## config.mk

```make
export PLATFORM = sky130hd
export DESIGN_NAME = acc_arith_unit
export DESIGN_NICKNAME = d
export VERILOG_FILES = /design/src/rtl/acu_pkg.sv /design/src/rtl/acu_alu8.sv /design/src/rtl/acu_wide16.sv /design/src/rtl/acc_arith_unit.sv
export SDC_FILE = /design/constraint.sdc
export NUM_CORES = 1
export LEC_CHECK = 0
export BUFFER_PORTS_ARGS = -buffer_cell sky130_fd_sc_hd__clkbuf_2
export CORE_MARGIN = 2
export CORE_UTILIZATION = 55
export CTS_CLUSTER_SIZE = 30
export DETAILED_ROUTE_END_ITERATION = 8
export PLACE_DENSITY = 0.78
export SYNTH_ARGS = -nofsm -noshare
export SYNTH_HDL_FRONTEND = slang
export SYNTH_HIERARCHICAL = 1
export SYNTH_SLANG_ARGS = --single-unit
```

## constraint.sdc

```tcl
create_clock -name clk -period 7.6 [get_ports clk]
set_input_delay 1.52 -clock clk [delete_from_list [all_inputs] [get_ports clk]]
set_output_delay 1.52 -clock clk [all_outputs]
set_load 0.02 [all_outputs]
```

## src/rtl/acu_pkg.sv

```systemverilog
package acu_pkg;
  typedef enum logic [3:0] {
    OP_NONE = 4'd0,
    OP_ADD  = 4'd1,
    OP_ADC  = 4'd2,
    OP_SUB  = 4'd3,
    OP_SBB  = 4'd4,
    OP_INR  = 4'd5,
    OP_DCR  = 4'd6,
    OP_INX  = 4'd7,
    OP_DCX  = 4'd8,
    OP_DAD  = 4'd9
  } acu_op_e;

  localparam logic [2:0] SEL_MEM = 3'd6;
  localparam logic [2:0] SEL_ACC = 3'd7;

  localparam int FL_S  = 4;
  localparam int FL_Z  = 3;
  localparam int FL_AC = 2;
  localparam int FL_P  = 1;
  localparam int FL_CY = 0;
  localparam int NFLAG = 5;

  typedef enum logic [1:0] {
    WM_INC = 2'd0,
    WM_DEC = 2'd1,
    WM_ADD = 2'd2
  } wide_mode_e;
endpackage

```

## src/rtl/acu_alu8.sv

```systemverilog
module acu_alu8 #(
  parameter int DW = 8
) (
  input  logic [DW-1:0] a,
  input  logic [DW-1:0] b,
  input  logic          cin,
  input  logic          sub,
  output logic [DW-1:0] res,
  output logic          cy,
  output logic          hc,
  output logic          zf,
  output logic          sf,
  output logic          pf
);
  localparam int NW = 4;

  logic [DW-1:0] bx;
  logic          cx;
  logic [DW:0]   full;
  logic [NW:0]   nib;

  always_comb begin
    bx   = sub ? ~b : b;
    cx   = sub ^ cin;
    nib  = {1'b0, a[NW-1:0]} + {1'b0, bx[NW-1:0]} + {{NW{1'b0}}, cx};
    full = {1'b0, a} + {1'b0, bx} + {{DW{1'b0}}, cx};
    res  = full[DW-1:0];
    cy   = full[DW] ^ sub;
    hc   = nib[NW];
    zf   = (full[DW-1:0] == '0);
    sf   = full[DW-1];
    pf   = ~^full[DW-1:0];
  end
endmodule

```

## src/rtl/acu_wide16.sv

```systemverilog
module acu_wide16 #(
  parameter int WW = 16
) (
  input  logic [WW-1:0] pv,
  input  logic [WW-1:0] hl,
  input  logic [1:0]    mode,
  output logic [WW-1:0] res,
  output logic          co
);
  import acu_pkg::*;

  always_comb begin
    co  = 1'b0;
    res = pv;
    case (wide_mode_e'(mode))
      WM_INC:  res = pv + WW'(1);
      WM_DEC:  res = pv - WW'(1);
      WM_ADD:  {co, res} = {1'b0, hl} + {1'b0, pv};
      default: res = pv;
    endcase
  end
endmodule

```

## src/rtl/acc_arith_unit.sv

```systemverilog
module acc_arith_unit #(
  parameter int DW = 8,
  localparam int AW = 2 * DW
) (
  input  logic          clk,
  input  logic          rst,
  input  logic          op_valid,
  input  logic [3:0]    op,
  input  logic [2:0]    src_sel,
  input  logic [1:0]    pair_sel,
  input  logic          use_imm,
  input  logic [DW-1:0] imm,
  input  logic [DW-1:0] mem_rdata,
  output logic [AW-1:0] mem_addr,
  output logic [DW-1:0] mem_wdata,
  output logic          mem_we,
  output logic [DW-1:0] acc_o,
  output logic [DW-1:0] reg_b,
  output logic [DW-1:0] reg_c,
  output logic [DW-1:0] reg_d,
  output logic [DW-1:0] reg_e,
  output logic [DW-1:0] reg_h,
  output logic [DW-1:0] reg_l,
  output logic [AW-1:0] sp_o,
  output logic [4:0]    flags_o
);
  import acu_pkg::*;

  localparam int NREG = 8;

  logic [DW-1:0]    rf [NREG];
  logic [AW-1:0]    sp_q;
  logic [NFLAG-1:0] fl_q;

  acu_op_e       opc;
  logic          is_arith, is_step, is_pair;
  logic [DW-1:0] opnd, tgt;
  logic [AW-1:0] hl, pair_v;

  logic [DW-1:0] alu_a, alu_b, alu_res;
  logic          alu_cin, alu_sub, alu_cy, alu_hc, alu_z, alu_s, alu_p;
  logic [1:0]    w_mode;
  logic [AW-1:0] w_res;
  logic          w_co;

  always_comb begin
    opc      = acu_op_e'(op);
    is_arith = (opc == OP_ADD) || (opc == OP_ADC) || (opc == OP_SUB) || (opc == OP_SBB);
    is_step  = (opc == OP_INR) || (opc == OP_DCR);
    is_pair  = (opc == OP_INX) || (opc == OP_DCX) || (opc == OP_DAD);
    hl       = {rf[4], rf[5]};
    tgt      = (src_sel == SEL_MEM) ? mem_rdata : rf[src_sel];
    opnd     = use_imm ? imm : tgt;
    case (pair_sel)
      2'd0:    pair_v = {rf[0], rf[1]};
      2'd1:    pair_v = {rf[2], rf[3]};
      2'd2:    pair_v = hl;
      default: pair_v = sp_q;
    endcase
    alu_a   = is_step ? tgt : rf[SEL_ACC];
    alu_b   = is_step ? '0 : opnd;
    alu_cin = is_step ? 1'b1 : (((opc == OP_ADC) || (opc == OP_SBB)) && fl_q[FL_CY]);
    alu_sub = (opc == OP_SUB) || (opc == OP_SBB) || (opc == OP_DCR);
    case (opc)
      OP_INX:  w_mode = WM_INC;
      OP_DCX:  w_mode = WM_DEC;
      default: w_mode = WM_ADD;
    endcase
  end

  acu_alu8 #(.DW(DW)) u_alu (
    .a(alu_a), .b(alu_b), .cin(alu_cin), .sub(alu_sub),
    .res(alu_res), .cy(alu_cy), .hc(alu_hc), .zf(alu_z), .sf(alu_s), .pf(alu_p)
  );

  acu_wide16 #(.WW(AW)) u_wide (
    .pv(pair_v), .hl(hl), .mode(w_mode), .res(w_res), .co(w_co)
  );

  always_ff @(posedge clk) begin
    if (rst) begin
      for (int i = 0; i < NREG; i++) rf[i] <= '0;
      sp_q      <= '0;
      fl_q      <= '0;
      mem_we    <= 1'b0;
      mem_wdata <= '0;
    end else begin
      mem_we <= 1'b0;
      if (op_valid) begin
        if (is_arith) begin
          rf[SEL_ACC] <= alu_res;
          fl_q        <= {alu_s, alu_z, alu_hc, alu_p, alu_cy};
        end else if (is_step) begin
          fl_q[NFLAG-1:1] <= {alu_s, alu_z, alu_hc, alu_p};
          if (src_sel == SEL_MEM) begin
            mem_we    <= 1'b1;
            mem_wdata <= alu_res;
          end else begin
            rf[src_sel] <= alu_res;
          end
        end else if (is_pair) begin
          case (pair_sel)
            2'd0:    {rf[0], rf[1]} <= w_res;
            2'd1:    {rf[2], rf[3]} <= w_res;
            2'd2:    {rf[4], rf[5]} <= w_res;
            default: sp_q <= w_res;
          endcase
          if (opc == OP_DAD) fl_q[FL_CY] <= w_co;
        end
      end
    end
  end

  assign mem_addr = hl;
  assign acc_o    = rf[SEL_ACC];
  assign reg_b    = rf[0];
  assign reg_c    = rf[1];
  assign reg_d    = rf[2];
  assign reg_e    = rf[3];
  assign reg_h    = rf[4];
  assign reg_l    = rf[5];
  assign sp_o     = sp_q;
  assign flags_o  = fl_q;


  z_flag_chk: assert property (@(posedge clk) disable iff (rst)
    (op_valid && is_arith) |=> (flags_o[FL_Z] == (acc_o == '0)));


  no_mem_write_chk: assert property (@(posedge clk) disable iff (rst)
    (op_valid && is_arith) |=> !mem_we);


  step_cy_hold_chk: assert property (@(posedge clk) disable iff (rst)
    (op_valid && is_step) |=> $stable(flags_o[FL_CY]));


  mem_step_strobe_chk: assert property (@(posedge clk) disable iff (rst)
    (op_valid && is_step && src_sel == SEL_MEM) |=> (mem_we && $stable(acc_o) && $stable(mem_addr)));


  pair_flags_hold_chk: assert property (@(posedge clk) disable iff (rst)
    (op_valid && (opc == OP_INX || opc == OP_DCX)) |=> $stable(flags_o));


  wide_add_flags_chk: assert property (@(posedge clk) disable iff (rst)
    (op_valid && opc == OP_DAD) |=> $stable(flags_o[NFLAG-1:1]));


  idle_hold_chk: assert property (@(posedge clk) disable iff (rst)
    (!op_valid) |=> ($stable(acc_o) && $stable(flags_o) && $stable(mem_addr) && !mem_we));
endmodule

```

=== Word-level counts from Yosys, hierarchy flattened ===
Index checks and enable logic that the tools add are counted.

* Output and inout port bits: 102
* Bits of input ports: 29
* Logic and storage cells: 111
* Register bits: 94

* Mux-type cells: 30
* Add/sub/neg operators: 7
* Bitwise gates (word level): 9
* Equality and inequality tests: 17
* Reduce and logical (&&, ||, !) cells: 33
* Order comparisons: 2

{| class="wikitable"
|+ Operators by type and width
! operator !! count
|-
| $mux W48 || 2
|-
| $pmux W16 S3 || 2
|-
| $mux W8 || 10
|-
| $bwmux W64 || 1
|-
| $mux W64 || 1
|-
| $mux W16 || 3
|-
| $bmux W8 S3 || 1
|-
| $demux W8 S3 || 1
|-
| $reduce_and A5 Y1 || 4
|-
| $add A16 B16 Y17 || 1
|-
| $add A16 B1 Y16 const B || 1
|-
| $eq A4 B3 Y1 const B || 4
|-
| $sub A16 B1 Y16 const B || 1
|-
| $reduce_bool A2 Y1 || 7
|-
| $reduce_and A4 Y1 || 3
|-
| $add A8 B8 Y9 || 1
|-
| $add A9 B1 Y9 || 1
|-
| $logic_or A1 B1 Y1 || 9
|-
| $eq A4 B2 Y1 const B || 2
|-
| $eq A4 B4 Y1 const B || 2
|-
| $logic_not A8 Y1 || 1
|-
| $not A8 Y8 || 1
|-
| $reduce_xnor A8 Y1 || 1
|-
| $mux W1 || 6
|-
| other kinds (21) || 32
|}

=== Depth between registers and ports, before layout ===
* Depth after elaboration: 15
* Depth in mapped cells: 20
* Mapped depth without buffers: 17

=== Modules after synthesis ===
Netlist, hierarchy kept.

{| class="wikitable"
|+ Modules (own cells, without submodules)
! module !! cells an instance !! sequential area each (um^2) !! times used !! area each (um^2)
|-
| acc_arith_unit || 623 || 1721.7 || 1 || 5685.5
|-
| acu_wide16 || 335 || 0.0 || 1 || 2214.6
|-
| acu_alu8 || 78 || 0.0 || 1 || 611.8
|}

=== Worst setup path before layout ===
OpenSTA, ideal clock, no wires.

* Kind: input to register
* Start: input port pair_sel[1]
* End: register rf, in the netlist reg_h[0]
* Required time: 7.461 ns
* Path slack: 2.567 ns
* Path buffers: 2
* Arrival time: 4.894 ns
* Setup time: 0.139 ns
* Stages: 14
* Cells stage by stage: buf_2 -> buf_1 -> mux4_2 -> clkinv_1 -> xnor2_1 -> ha_1 -> or3_1 -> o41a_1 -> a21oi_2 -> mux2_1 -> a22o_1 -> a21o_1 -> a22oi_1 -> a211oi_1

* Longest elaborated chain between the ends: 7
* Elaborated cells on any way between the ends: 13
* Classes of those cells: add/sub (3); eq/ne (2); mux (5); reduce/logical (3)

{| class="wikitable"
|+ RTL lines
! item !! line !! source
|-
| start, declared || acc_arith_unit.sv:10 || <nowiki>input logic [1:0] pair_sel,</nowiki>
|-
| $eq A2 B2 Y1 (tied with other cells) || acc_arith_unit.sv:54 || <nowiki>case (pair_sel)</nowiki>
|-
| $pmux W16 S3 (*) || acc_arith_unit.sv:54 ||
|-
| net pair_v[1] || acc_arith_unit.sv:38 || <nowiki>logic [AW-1:0] hl, pair_v;</nowiki>
|-
| $add A16 B16 Y17 (tied with other cells) || acu_wide16.sv:18 || <nowiki>WM_ADD: {co, res} = {1'b0, hl} + {1'b0, pv};</nowiki>
|-
| $pmux W16 S3 (*) || acu_wide16.sv:15 || <nowiki>case (wide_mode_e'(mode))</nowiki>
|-
| net w_res[8] || acc_arith_unit.sv:43 || <nowiki>logic [AW-1:0] w_res;</nowiki>
|-
| $mux W16 (*) || acc_arith_unit.sv:102 || <nowiki>case (pair_sel)</nowiki>
|-
| $mux W48 (*) || acc_arith_unit.sv:101 || <nowiki>end else if (is_pair) begin</nowiki>
|-
| $mux W48 (*) || acc_arith_unit.sv:93 || <nowiki>end else if (is_step) begin</nowiki>
|-
| end signal, assigned by index || acc_arith_unit.sv:91 || <nowiki>rf[SEL_ACC] <= alu_res;</nowiki>
|-
| end signal, assigned by index || acc_arith_unit.sv:99 || <nowiki>rf[src_sel] <= alu_res;</nowiki>
|-
| end, declared || acc_arith_unit.sv:31 || <nowiki>logic [DW-1:0] rf [NREG];</nowiki>
|}

The timed path passes the listed nets; every way through them passes the cells marked *. The select of a mux whose other input is x is not followed.
A chain may end at the register's enable or synchronous reset.

=== Final worst setup path ===
* Start: input port op[2]
* End: register rf, in the netlist reg_h[2]

* Elaborated cells on any way between the ends: 42
* Classes of those cells: add/sub (2); eq/ne (12); mux (11); bitwise (3); reduce/logical (14)

{| class="wikitable"
|+ RTL lines
! item !! line !! source
|-
| start, declared || acc_arith_unit.sv:8 || <nowiki>input logic [3:0] op,</nowiki>
|-
| $eq A4 B4 Y1 / $eq A4 B3 Y1 (equally long branches) || acc_arith_unit.sv:64 || <nowiki>case (opc)</nowiki>
|-
| $pmux W2 S2 (*) || acc_arith_unit.sv:64 ||
|-
| net w_mode[1] || acc_arith_unit.sv:42 || <nowiki>logic [1:0] w_mode;</nowiki>
|-
| $eq A2 B2 Y1 (tied with other cells) || acu_wide16.sv:15 ||
|-
| $pmux W16 S3 (*) || acu_wide16.sv:15 ||
|-
| net w_res[10] || acc_arith_unit.sv:43 ||
|-
| $mux W16 (*) || acc_arith_unit.sv:102 ||
|-
| $mux W48 (*) || acc_arith_unit.sv:101 ||
|-
| $mux W48 (*) || acc_arith_unit.sv:93 ||
|}

Marked as above.

==> impl_summary.log <==
[metrics] post-synthesis compound-gate area fraction: 25.9%
[metrics] clock-pin slew on the worst setup and hold paths: 80 ps
[metrics] area fraction in and, or, nand and nor cells after synthesis: 20.6%
[metrics] largest area contributor in the synthesized netlist: sky130_fd_sc_hd__dfxtp_1
[metrics] proportion of power drawn by combinational gates: 28.7%
[metrics] die area: 16500 um2
[metrics] VDD IR-drop max: 144 uV
[metrics] Core Box Area: 15100 um2
[metrics] count of unresolved DRC violations after routing: 0
[metrics] number of buffers created by CTS: 9
[metrics] Finished Cell Area: 8870 um2
[metrics] Post-Synthesis Cells: 1036
[metrics] number of slew-limit violations in the final report: 0
[metrics] dominant combinational cell family by area after synthesis: compound AO/OA/AOI/OAI gates
[metrics] proportion of register bits with asynchronous set or reset after synthesis: 0%
[metrics] total of fill cells in the finished design: 1338
[metrics] cts hold-fix bufs: 0
[metrics] maximum achievable frequency: 172 MHz
[metrics] total standard cell area after synthesis: 8510 um2
[metrics] Int Power: 0.868 mW
[metrics] startpoint-to-endpoint class of the critical path: primary input to flip-flop
[metrics] Warnings, synthesis: 6
[metrics] required arrival time at the worst endpoint: 7860 ps
[metrics] worst-path fanout max: 21
[metrics] instance area after placement: 8570 um2
[metrics] switching share of total power: 35.3%
[metrics] ratio of cells with drive above 1 in the final layout: 22.0%
[metrics] Post-synth EDFFs: 0
[metrics] antenna violations before repair: 1
[metrics] CTS max path bufs: 2
[metrics] overall routing resource usage: 33.7%
[metrics] final routed wire length divided by cell count: 23.1 um
[metrics] multiplexer area fraction after synthesis: 12.1%
[metrics] net load switching power: 0.473 mW
[metrics] port bufs: 130
[metrics] Setup Buffers After CTS: 0
[metrics] xor and xnor area share after synthesis: 3.91%
[metrics] instance count after placement with tap cells included: 1204
[metrics] post-cts sizing count: 0
[metrics] synthesized-area fraction occupied by adder cells: 5.26%
[metrics] share of synthesized area occupied by flip-flops and latches: 20.2%
[metrics] Worst Clk Skew: 13.7 ps
[metrics] global-route wire length before repair: 43.4 mm
[metrics] gpl congestion: 0.972
[metrics] cell types occupying the most area after synthesis: sky130_fd_sc_hd__dfxtp_1 (20%), sky130_fd_sc_hd__buf_4 (6.6%), sky130_fd_sc_hd__mux2i_1 (5.8%)
[metrics] io pins: 131
[metrics] final hold vios: 0
[metrics] CTS tree: yes
[metrics] Chip Height: 128 um
[metrics] width of the chip: 128 um
[metrics] critical path launch point type: primary input
[metrics] final period demand of the worst path: 5810 ps
[metrics] path type of the worst min-delay path: flip-flop to flip-flop
[metrics] endpoint kind of the worst setup timing path: flip-flop
[metrics] post-synth top area share: 20.2%
[metrics] Reg power frac: 35.9%
[metrics] worst reg-to-reg setup slack: 3340 ps
[metrics] setup tns final: 0 ps
[metrics] first-pass iteration count of the detailed router: 5
[metrics] worst path arrival time: 6070 ps
[metrics] maximum level of the CTS H-tree: 3
[metrics] number of rows created at floorplan: 45
[metrics] main flop type after synthesis: sky130_fd_sc_hd__dfxtp_1
[metrics] via count of the first global-routing pass: 7642
[metrics] power density over the cells: 151 nW/um2
[metrics] Max-Slew Margin vs Limit: 16.9%
[metrics] slew at the pin closest to its max-slew limit: 1240 ps
[metrics] status: finished, final reports clean
[metrics] syn avg cell area: 8.22 um2
[metrics] clock insertion delay at the later pin of the skew report: 360 ps
[metrics] most common cell in the synthesized netlist: sky130_fd_sc_hd__dfxtp_1
[metrics] final setup vio count: 0
[metrics] top cells by instance count after synthesis: sky130_fd_sc_hd__dfxtp_1 (86), sky130_fd_sc_hd__buf_4 (75), sky130_fd_sc_hd__nor2_1 (67), sky130_fd_sc_hd__nor3_1 (61)
[metrics] final WL: 28.2 mm
[metrics] starting density of the core: 56.2%
[metrics] area growth from synthesis to layout: 4.26%
[metrics] number of nets in the finished design: 1090
[metrics] flops & latches, synth: 86
[metrics] overflow left after global routing: 0
[metrics] drt initial violations: 1278
[metrics] Final Cycle Share: 76.4%
[metrics] number of sinks handled by clock tree synthesis: 86
[metrics] setup repair after global routing missed its margin: false
[metrics] leakage component of the power: 3.35 nW
[metrics] HPWL after detailed placement: 20.6 mm
[metrics] root buffer cell: sky130_fd_sc_hd__clkbuf_16
[metrics] largest net degree at the start of global routing: 95
[metrics] max-cap violation count: 0
[metrics] ANT nets after route: 0
[metrics] relative contribution of the clock network to total power: 35.5%
[metrics] Via-to-Cell Ratio: 7.01
[metrics] via total after detailed routing: 8555
[metrics] number of distinct library cell variants in the gate-level netlist after synthesis: 91
[metrics] count of placed standard cells in the final layout, fillers left out: 1221
[metrics] Post-Synthesis Net Count: 1099
## power groups by stage
stage / clock network [mW] / registers (mW) / logic (mW)
after floorplan: 0 / 0.486 / 0.287
after global placement: 0 / 0.490 / 0.366
after detailed placement: 0 / 0.490 / 0.373
after CTS: 0.477 / 0.480 / 0.374
after global routing: 0.498 / 0.481 / 0.415
final: 0.476 / 0.481 / 0.385
## area by class of cell
| cell class | count | area (um2) | share of cell area, % |
|---|---|---|---|
| diodes | 1 | 2.50 | 0.0282 |
| clock buffers | 11 | 243 | 2.74 |
| clock inverters | 5 | 63.8 | 0.719 |
| inverters | 25 | 93.8 | 1.06 |
| multi-input cells | 766 | 5800 | 65.3 |
| flip-flops and latches | 86 | 1720 | 19.4 |
| well taps | 188 | 235 | 2.65 |
| repair buffers | 139 | 718 | 8.09 |
## critical path: stages
cell and delay (ps):
sky130_fd_sc_hd__clkbuf_2 250, sky130_fd_sc_hd__nand4b_1 380, sky130_fd_sc_hd__nor2b_2 290, sky130_fd_sc_hd__nand2b_1 440, sky130_fd_sc_hd__inv_2 460, sky130_fd_sc_hd__xnor2_1 170, sky130_fd_sc_hd__ha_1 250, sky130_fd_sc_hd__and4_1 280
sky130_fd_sc_hd__a31oi_1 130, sky130_fd_sc_hd__a21oi_1 210, sky130_fd_sc_hd__mux2_2 380, sky130_fd_sc_hd__a311oi_1 800, sky130_fd_sc_hd__a22oi_1 230, sky130_fd_sc_hd__a211oi_1 270
## metal layers
| metal | up-vias | part of all wire, % | track usage (%) |
|---|---|---|---|
| li1 | 3810 | - | - |
| met1 | 4051 | 40 | 44.4 |
| met2 | 592 | 44 | 52.1 |
| met3 | 102 | 12 | 8.86 |
| met4 | 0 | 4.7 | 14.9 |
| met5 | - | 0 | 0 |
## path summary, 6_finish.rpt
check | start | cells past startpoint | end
worst min-delay path | mem_wdata[7] | 2 | mem_wdata[7]
worst max-delay path | op[2] | 14 | reg_h[2]
worst min register to register | mem_wdata[7] | 2 | mem_wdata[7]
worst max register to register | reg_b[0] | 13 | reg_h[3]
## logic make-up (layout without fill, tap and decap cells)
kind of cell	Yosys count	after routing
simple gates	325	325
other cells	0	1
fa+ha+maj	34	34
compound gates	291	291
flops	86	86
buf+inv	184	180
mux	78	78
xor+xnor	38	38
## flip-flops by register name (all words and copies together) (netlist names)
name / count
mem_wdata: 8
reg_d: 8
mem_we: 1
sp_o: 16
acc_o: 8
reg_h: 8
reg_b: 8
reg_e: 8
reg_c: 8
reg_l: 8
flags_o: 5
## cells in the final DEF (no fill, tap or decap), types with 5 or more instances in the layout
cell type / Yosys / final
sky130_fd_sc_hd__clkbuf_2: 0 / 129
sky130_fd_sc_hd__dfxtp_1: 86 / 86
sky130_fd_sc_hd__nor2_1: 67 / 67
sky130_fd_sc_hd__nor3_1: 61 / 61
sky130_fd_sc_hd__mux2i_1: 49 / 49
sky130_fd_sc_hd__a211oi_1: 47 / 47
sky130_fd_sc_hd__nand2_1: 42 / 41
sky130_fd_sc_hd__a21oi_1: 35 / 35
sky130_fd_sc_hd__nand2b_1: 35 / 35
sky130_fd_sc_hd__a22oi_1: 33 / 33
sky130_fd_sc_hd__o21ai_0: 32 / 32
sky130_fd_sc_hd__ha_1: 31 / 31
sky130_fd_sc_hd__nor2b_1: 27 / 26
sky130_fd_sc_hd__inv_1: 23 / 23
sky130_fd_sc_hd__nand3_1: 21 / 21
sky130_fd_sc_hd__xnor2_1: 20 / 20
sky130_fd_sc_hd__mux4_2: 19 / 19
sky130_fd_sc_hd__xor2_1: 18 / 18
sky130_fd_sc_hd__a32oi_1: 16 / 16
sky130_fd_sc_hd__a211oi_2: 11 / 11
sky130_fd_sc_hd__or2_2: 9 / 9
sky130_fd_sc_hd__mux2_2: 9 / 9
sky130_fd_sc_hd__o31ai_1: 9 / 9
sky130_fd_sc_hd__clkbuf_16: 0 / 9
sky130_fd_sc_hd__buf_4: 75 / 9
sky130_fd_sc_hd__a31oi_1: 8 / 8
sky130_fd_sc_hd__a21o_1: 8 / 8
sky130_fd_sc_hd__nor3b_1: 7 / 7
sky130_fd_sc_hd__nand4_1: 7 / 7
sky130_fd_sc_hd__and3_1: 6 / 6
sky130_fd_sc_hd__a221oi_1: 5 / 5
sky130_fd_sc_hd__a21boi_0: 5 / 5
sky130_fd_sc_hd__o41ai_1: 5 / 5
sky130_fd_sc_hd__a22o_1: 5 / 5
sky130_fd_sc_hd__o21bai_1: 5 / 5
sky130_fd_sc_hd__nor3_2: 5 / 5
## stage by stage
stage | setup WS [ps] | util, % | power, mW | hold WS (ps)
floorplan | 2570 | - | 0.773 | 471
global placement | 1800 | 56.6 | 0.856 | 477
detailed placement | 1720 | 56.6 | 0.863 | 487
CTS | 2050 | 58.6 | 1.33 | 506
global route | 1630 | 58.6 | 1.39 | 544
finish | 1790 | 58.6 | 1.34 | 503
Note: power is estimated with default switching activity, not from simulation.
